**src/rtl/ldal_pkg.sv**
```systemverilog
package ldal_pkg;
    localparam int WORD_W = 32;
    localparam int LANES  = WORD_W / 8;
    localparam int OFF_W  = $clog2(LANES);

    typedef enum logic [1:0] {
        SZ_BYTE     = 2'b00,
        SZ_HALF     = 2'b01,
        SZ_WORD     = 2'b10,
        SZ_WORD_ALT = 2'b11
    } ld_size_e;

    typedef enum logic [1:0] {
        POL_TRUNC = 2'b00,
        POL_CHECK = 2'b01,
        POL_SPLIT = 2'b10,
        POL_RSVD  = 2'b11
    } align_pol_e;

    typedef enum logic [1:0] {
        ST_IDLE,
        ST_FIRST,
        ST_SECOND,
        ST_REPLY
    } ld_state_e;
endpackage

```
**src/rtl/ldal_decode.sv**
```systemverilog
module ldal_decode
    import ldal_pkg::*;
(
    input  logic [OFF_W-1:0] offset,
    input  ld_size_e         size,
    input  align_pol_e       pol,
    output logic             misaligned,
    output logic             fault,
    output logic             split,
    output logic [OFF_W-1:0] eff_off
);
    logic [OFF_W:0]   nbytes;
    logic [OFF_W+1:0] span_end;

    always_comb begin
        unique case (size)
            SZ_BYTE: begin misaligned = 1'b0;      nbytes = (OFF_W+1)'(1); end
            SZ_HALF: begin misaligned = offset[0]; nbytes = (OFF_W+1)'(2); end
            default: begin misaligned = |offset;   nbytes = (OFF_W+1)'(LANES); end
        endcase
        span_end = (OFF_W+2)'(offset) + (OFF_W+2)'(nbytes);
        fault    = misaligned && (pol == POL_CHECK || pol == POL_RSVD);
        split    = misaligned && (pol == POL_SPLIT) && (span_end > (OFF_W+2)'(LANES));
        if (misaligned && pol == POL_TRUNC)
            eff_off = (size == SZ_HALF) ? {offset[OFF_W-1:1], 1'b0} : '0;
        else
            eff_off = offset;
    end
endmodule

```
**src/rtl/ldal_ctrl.sv**
```systemverilog
module ldal_ctrl
    import ldal_pkg::*;
(
    input  logic      clk,
    input  logic      rst_n,
    input  logic      req_valid,
    input  logic      fault_now,
    input  logic      split_q,
    input  logic      rsp_ready,
    output ld_state_e state,
    output logic      req_ready,
    output logic      rsp_valid,
    output logic      accept,
    output logic      issue_first,
    output logic      issue_second,
    output logic      load_rsp
);
    ld_state_e state_nx;

    always_ff @(posedge clk) begin
        if (!rst_n) state <= ST_IDLE;
        else        state <= state_nx;
    end

    always_comb begin
        state_nx = state;
        unique case (state)
            ST_IDLE:   if (req_valid) state_nx = fault_now ? ST_REPLY : ST_FIRST;
            ST_FIRST:  state_nx = split_q ? ST_SECOND : ST_REPLY;
            ST_SECOND: state_nx = ST_REPLY;
            ST_REPLY:  if (rsp_ready) state_nx = ST_IDLE;
        endcase
    end

    always_comb begin
        req_ready    = 1'b0;
        rsp_valid    = 1'b0;
        accept       = 1'b0;
        issue_first  = 1'b0;
        issue_second = 1'b0;
        load_rsp     = 1'b0;
        unique case (state)
            ST_IDLE: begin
                req_ready   = 1'b1;
                accept      = req_valid;
                issue_first = req_valid && !fault_now;
            end
            ST_FIRST: begin
                issue_second = split_q;
                load_rsp     = !split_q;
            end
            ST_SECOND: load_rsp  = 1'b1;
            ST_REPLY:  rsp_valid = 1'b1;
        endcase
    end
endmodule

```
**src/rtl/ldal_extract.sv**
```systemverilog
module ldal_extract
    import ldal_pkg::*;
(
    input  logic [2*WORD_W-1:0] win,
    input  logic [OFF_W-1:0]    off,
    input  ld_size_e            size,
    input  logic                sgn,
    input  logic                big,
    output logic [WORD_W-1:0]   result
);
    logic [7:0]        lane [LANES];
    logic [WORD_W-1:0] raw;

    for (genvar i = 0; i < LANES; i++) begin : g_lane
        assign lane[i] = win[8*({1'b0, off} + (OFF_W+1)'(i)) +: 8];
    end

    always_comb begin
        raw = '0;
        unique case (size)
            SZ_BYTE: raw[7:0]  = lane[0];
            SZ_HALF: raw[15:0] = big ? {lane[0], lane[1]} : {lane[1], lane[0]};
            default: begin
                for (int k = 0; k < LANES; k++) begin
                    if (big) raw[8*(LANES-1-k) +: 8] = lane[k];
                    else     raw[8*k +: 8]           = lane[k];
                end
            end
        endcase
        result = raw;
        if (sgn && size == SZ_BYTE) result[WORD_W-1:8]  = {(WORD_W-8){raw[7]}};
        if (sgn && size == SZ_HALF) result[WORD_W-1:16] = {(WORD_W-16){raw[15]}};
    end
endmodule

```
**src/rtl/load_align_unit.sv**
```systemverilog
module load_align_unit
    import ldal_pkg::*;
#(
    parameter int AW = 16
) (
    input  logic          clk,
    input  logic          rst_n,
    input  logic          req_valid,
    output logic          req_ready,
    input  logic [AW-1:0] req_addr,
    input  logic [1:0]    req_size,
    input  logic          req_signed,
    input  logic          req_big_endian,
    input  logic [1:0]    req_policy,
    output logic          mem_rd_en,
    output logic [AW-1:0] mem_rd_addr,
    input  logic [31:0]   mem_rd_data,
    output logic          rsp_valid,
    input  logic          rsp_ready,
    output logic [31:0]   rsp_data,
    output logic          rsp_fault
);
    localparam int WA_W = AW - OFF_W;

    ld_state_e         state;
    logic              accept, issue_first, issue_second, load_rsp;
    logic              mis_now, fault_now, split_now;
    logic [OFF_W-1:0]  eff_now;

    logic [WA_W-1:0]   word_q;
    logic [OFF_W-1:0]  off_q;
    ld_size_e          size_q;
    logic              sgn_q, big_q, split_q;
    logic [WORD_W-1:0] low_q, data_q, extracted;
    logic              fault_q;
    logic [2*WORD_W-1:0] window;

    ldal_decode u_decode (
        .offset     (req_addr[OFF_W-1:0]),
        .size       (ld_size_e'(req_size)),
        .pol        (align_pol_e'(req_policy)),
        .misaligned (mis_now),
        .fault      (fault_now),
        .split      (split_now),
        .eff_off    (eff_now)
    );

    ldal_ctrl u_ctrl (
        .clk          (clk),
        .rst_n        (rst_n),
        .req_valid    (req_valid),
        .fault_now    (fault_now),
        .split_q      (split_q),
        .rsp_ready    (rsp_ready),
        .state        (state),
        .req_ready    (req_ready),
        .rsp_valid    (rsp_valid),
        .accept       (accept),
        .issue_first  (issue_first),
        .issue_second (issue_second),
        .load_rsp     (load_rsp)
    );

    always_ff @(posedge clk) begin
        if (!rst_n) begin
            word_q  <= '0;
            off_q   <= '0;
            size_q  <= SZ_BYTE;
            sgn_q   <= 1'b0;
            big_q   <= 1'b0;
            split_q <= 1'b0;
            low_q   <= '0;
            data_q  <= '0;
            fault_q <= 1'b0;
        end else begin
            if (accept) begin
                word_q  <= req_addr[AW-1:OFF_W];
                off_q   <= eff_now;
                size_q  <= ld_size_e'(req_size);
                sgn_q   <= req_signed;
                big_q   <= req_big_endian;
                split_q <= split_now;
                fault_q <= fault_now;
                data_q  <= '0;
            end
            if (issue_second) low_q  <= mem_rd_data;
            if (load_rsp)     data_q <= extracted;
        end
    end

    assign window = (state == ST_SECOND) ? {mem_rd_data, low_q}
                                         : {{WORD_W{1'b0}}, mem_rd_data};

    ldal_extract u_extract (
        .win    (window),
        .off    (off_q),
        .size   (size_q),
        .sgn    (sgn_q),
        .big    (big_q),
        .result (extracted)
    );

    assign mem_rd_en   = issue_first || issue_second;
    assign mem_rd_addr = issue_second ? {word_q + WA_W'(1), {OFF_W{1'b0}}}
                                      : {req_addr[AW-1:OFF_W], {OFF_W{1'b0}}};
    assign rsp_data    = data_q;
    assign rsp_fault   = fault_q;

    logic unused_mis;
    assign unused_mis = mis_now;
endmodule

```
**config.mk**
```make
export PLATFORM = sky130hd
export DESIGN_NAME = load_align_unit
export DESIGN_NICKNAME = d
export VERILOG_FILES = /design/src/rtl/ldal_pkg.sv /design/src/rtl/ldal_decode.sv /design/src/rtl/ldal_ctrl.sv /design/src/rtl/ldal_extract.sv /design/src/rtl/load_align_unit.sv
export SDC_FILE = /design/constraint.sdc
export NUM_CORES = 1
export LEC_CHECK = 0
export ABC_AREA = 0
export BUFFER_PORTS_ARGS = -buffer_cell sky130_fd_sc_hd__buf_2
export CAP_MARGIN = 20
export CORE_MARGIN = 10
export CORE_UTILIZATION = 50
export DETAILED_ROUTE_END_ITERATION = 10
export GPL_TIMING_DRIVEN = 0
export HOLD_SLACK_MARGIN = 0.03
export PLACE_DENSITY = 0.73
export SETUP_SLACK_MARGIN = 0.1
export SYNTH_ARGS = -nofsm -noshare
export SYNTH_HDL_FRONTEND = slang
export SYNTH_SLANG_ARGS = --single-unit
```
**constraint.sdc**
```tcl
create_clock -name clk -period 2.6 [get_ports clk]
set_input_delay 0.26 -clock clk [delete_from_list [all_inputs] [get_ports clk]]
set_output_delay 0.26 -clock clk [all_outputs]
set_load 0.01 [all_outputs]
```
==> run summary <==
## Timing
• **final critical delay including setup and external delays** 2.43 ns
• **final max-slew violation count** 0
• **maximum clock rate** 412 MHz
• **final hold violation count** 0
• **Worst Skew** 0.00688 ns
• **number of setup violations in the final report** 0
• **period utilisation layout** 93.4%
• **Slew HR** 40.9%
• **RSZ-0062 raised after global routing** yes
• **summed negative setup slack over all endpoints** 0 ns
• **slew at the pin closest to its max-slew limit** 0.877 ns

## Placement
• **total half-perimeter wirelength after legalization and detailed placement** 15.5 mm
• **weighted congestion reported at the end of routability-driven placement** 0.934
• **placement-stage cell area** 0.00636 mm2
• **number of buffers added on ports** 107

## Synth
• **post-synthesis xor/xnor area fraction** 1.71%
• **sequential element share of the synthesized area** 31.2%
• **share of synthesized area spent on multiplexers** 13.4%
• **netlist area before placement** 0.00564 mm2
• **flops & latches, synth** 88
• **Cell variety after synth** 61
• **leading register cell type out of synthesis** sky130_fd_sc_hd__dfxtp_1
• **Post-Syn Area per Cell** 7.80 um2
• **largest family of logic cells by synthesized area** compound AO/OA/AOI/OAI gates
• **post-synthesis cell count** 723
• **fraction of post-synthesis cell area in the top cell type by area** 31.2%
• **library cell with the largest summed area after synthesis** sky130_fd_sc_hd__dfxtp_1
• **number of warnings printed during yosys synthesis** 0
• **adder-cell share of the synthesized area** 2.13%
• **number of flops mapped to enable cells by yosys** 0
• **compound-cell area share of the yosys netlist** 25.0%
• **fraction of synthesis flops using an asynchronous set or reset pin** 0%
• **largest cells by area after synthesis** sky130_fd_sc_hd__dfxtp_1 (31%), sky130_fd_sc_hd__nand2_1 (11%), sky130_fd_sc_hd__mux2i_1 (6.7%)
• **synthesized-area fraction occupied by and/or/nand/nor cells** 21.1%

## Critical path
• **type of the worst setup path** flip-flop to output pin
• **Slowest cell on crit path** sky130_fd_sc_hd__dfxtp_1
• **CP bufs+invs** 1
• **crit path max fanout** 5
• **crit-path leading delay family** simple AND/OR/NAND/NOR gates
• **type of element launching the critical path** flip-flop
• **cells along the critical path** and4_2 -> and4_1 -> nand3_1 -> or3_1 -> a31oi_1 -> buf_2
• **setup slack, reg-to-reg** 0.20 ns
• **type of destination of the critical path** output pin
• **endpoint arrival time on the critical path** 2.17 ns
• **Largest stage delay, worst path** 0.42 ns
• **data required time at the worst endpoint** 2.34 ns

## Clock network
• **Clock Tree Buf Depth** 2
• **cell at the root of the clock tree** sky130_fd_sc_hd__clkbuf_16
• **clock latency on the worst-skew pair** 0.35 ns
• **H-tree depth** 3
• **sinks on the clock net** 88
• **post-cts hold buffer count** 0
• **cts bufs inserted** 9
• **CTS tree** built
• **clock slew at the register clock pins of the worst setup and hold paths** 0.06 ns

## Pwr
• **cell leakage power** 2.63 nW
• **power density over the cells** 796 mW/mm2
• **worst supply voltage drop on vdd** 0.475 mV

## Detailed routing
• **number of detailed-route iterations in the first pass** 5
• **Routed Antenna Nets** 0
• **total routed wirelength** 19.0 mm
• **routed length per placed instance** 19.3 um
• **via count** 5721
• **vias per cell** 5.81
• **DRC violation total after the first TritonRoute iteration** 540
• **DRC violation count after routing** 0

## Run status
• **result of the run** finished clean

## Final layout
• **final core utilization** 60.9%
• **ratio of cells with drive above 1 in the final layout** 21.3%
• **Design Area, Final** 0.00666 mm2
• **number of fill cells in the layout** 1004
• **synth-to-layout area growth** 18.0%
• **Final nets** 910
• **n_diodes** 0

## Floorplanning
• **Initial Utilization** 51.6%
• **row count** 38
• **total die area** 0.0159 mm2
• **core region area** 0.0109 mm2
• **top-level port count** 110
• **DIE HEIGHT** 126 um
• **floorplan die width** 126 um

## Hold path
• **worst hold path class** primary input to flip-flop

## Global route
• **fraction of met2 tracks used by global routing** 37.2%
• **maximum number of pins on one net before global-route repair** 13
• **global-route wire length before repair** 29.9 mm
• **most crowded layer after global routing** met2
• **met3 Track Usage GR** 4.40%
• **GR Util met1** 30.3%
• **sum of overflow across all layers after global routing** 0
• **vias in the first global route** 5551
• **All-Layer GR Usage** 22.9%
• **initial antenna violation count** 0

## Flow run
• **max-cap violation count** 0

-- final timing paths --
check / startpoint / end / cells past startpoint
worst max-delay path: word_q[4]$_SDFFE_PN0P_ / mem_rd_addr[15] / 6
worst min-delay path: mem_rd_data[24] / low_q[24]$_SDFFE_PN0P_ / 3
worst max register to register: u_ctrl.state[0]$_SDFFE_PN0P_ / rsp_data[6]$_SDFFE_PN0P_ / 10
worst min register to register: rsp_data[31]$_SDFFE_PN0P_ / rsp_data[31]$_SDFFE_PN0P_ / 2
-- report_power, final --
part	switching [mW]	total [mW]	internal (mW)	leakage (nW)
Combinational	1.53	2.49	0.965	1.78
Clock	0.512	1.19	0.682	0.130
Sequential	0.110	1.61	1.50	0.714
-- cells in the final DEF, fill, tap and decap left out, drive strengths merged, types with 5 or more instances in the layout --
cell type | Yosys | layout
nand3 | 19 | 19
nand4 | 10 | 10
nor2b | 7 | 7
clkbuf | 34 | 46
o31ai | 15 | 15
mux4 | 7 | 7
ha | 8 | 8
nor3 | 15 | 15
a22o | 12 | 12
nand2 | 162 | 162
o21a | 8 | 8
nor2 | 24 | 24
nand2b | 9 | 9
o21bai | 6 | 6
o211ai | 5 | 5
a21boi | 11 | 11
o21ai | 53 | 53
a21oi | 68 | 68
mux2i | 38 | 38
inv | 6 | 6
a32o | 6 | 6
o22ai | 15 | 15
buf | 22 | 130
and2 | 6 | 6
mux2 | 18 | 18
dfxtp | 88 | 88
xor2 | 9 | 9
-- final cells by class --
cell class | instances | area [um2] | share of cell area (%)
flip-flops and latches | 88 | 1770 | 26.5
inverters | 8 | 30.0 | 0.451
repair buffers | 108 | 543 | 8.15
plain buffers | 56 | 283 | 4.24
clock inverters | 1 | 5.00 | 0.0751
clock buffers | 12 | 256 | 3.85
multi-input cells | 572 | 3600 | 54.1
well taps | 140 | 175 | 2.63
-- worst min-delay path: stages --
cell and delay, ns:
sky130_fd_sc_hd__buf_2 0.10, sky130_fd_sc_hd__nand2_1 0.05, sky130_fd_sc_hd__a21oi_1 0.05
-- kinds of logic (layout without fill, tap and decap cells) --
| kind of cell | Yosys count | count (layout) |
|---|---|---|
| and+or+nand+nor | 266 | 266 |
| muxes | 63 | 63 |
| xor gates and xnor gates | 11 | 11 |
| DFF | 88 | 88 |
| other | 1 | 2 |
| buffers and inverters | 64 | 185 |
| AOI/OAI and AO/OA | 221 | 221 |
| adders and majority gates | 9 | 9 |
-- synth_stat cells, drive strengths merged, types with 4 or more instances --
master,instances
xor2,9
inv,6
a32o,6
nor2,24
o31ai,15
buf,22
o21ai,53
a21boi,11
o21bai,6
a22o,12
nand2,162
nand3,19
mux2i,38
clkbuf,34
nand2b,9
nor2b,7
nand4,10
mux4,7
dfxtp,88
mux2,18
o211a,4
ha,8
a31oi,4
and2,6
o21a,8
nor3,15
a21oi,68
o22ai,15
o211ai,5
-- registers in the layout, summed over array words and instances, names as in the netlist --
| register | cells |
|---|---|
| low_q | 32 |
| word_q | 14 |
| split_q | 1 |
| size_q | 2 |
| rsp_fault | 1 |
| rsp_data | 32 |
| u_ctrl.state | 2 |
| sgn_q | 1 |
| off_q | 2 |
| big_q | 1 |
-- per-stage QoR --
stage | instances | total power, mW | setup slack (ns) | hold slack [ns]
floorplan | 724 | 3.32 | 0.414 | 0.396
global placement | 971 | 4.01 | 0.140 | 0.430
detailed placement | 971 | 4.05 | 0.0541 | 0.438
CTS | 984 | 5.24 | 0.109 | 0.160
global route | 985 | 5.57 | 0.0546 | 0.174
finish | 985 | 5.30 | 0.171 | 0.159
-- timing repair --
action	CTS	global route
pin swaps	0	1
setup buffers	0	1
gates cloned	0	0
resized for setup	5	18
endpoints found under the setup margin	23	35
-- per-layer routing --
metal  up-vias  wire, um
met1      2688      8840
met3        17      1130
met4         0       255
li1       2821         -
met2       195      8820
met5         -         0
No activity file was read; power rests on OpenSTA's default activity.
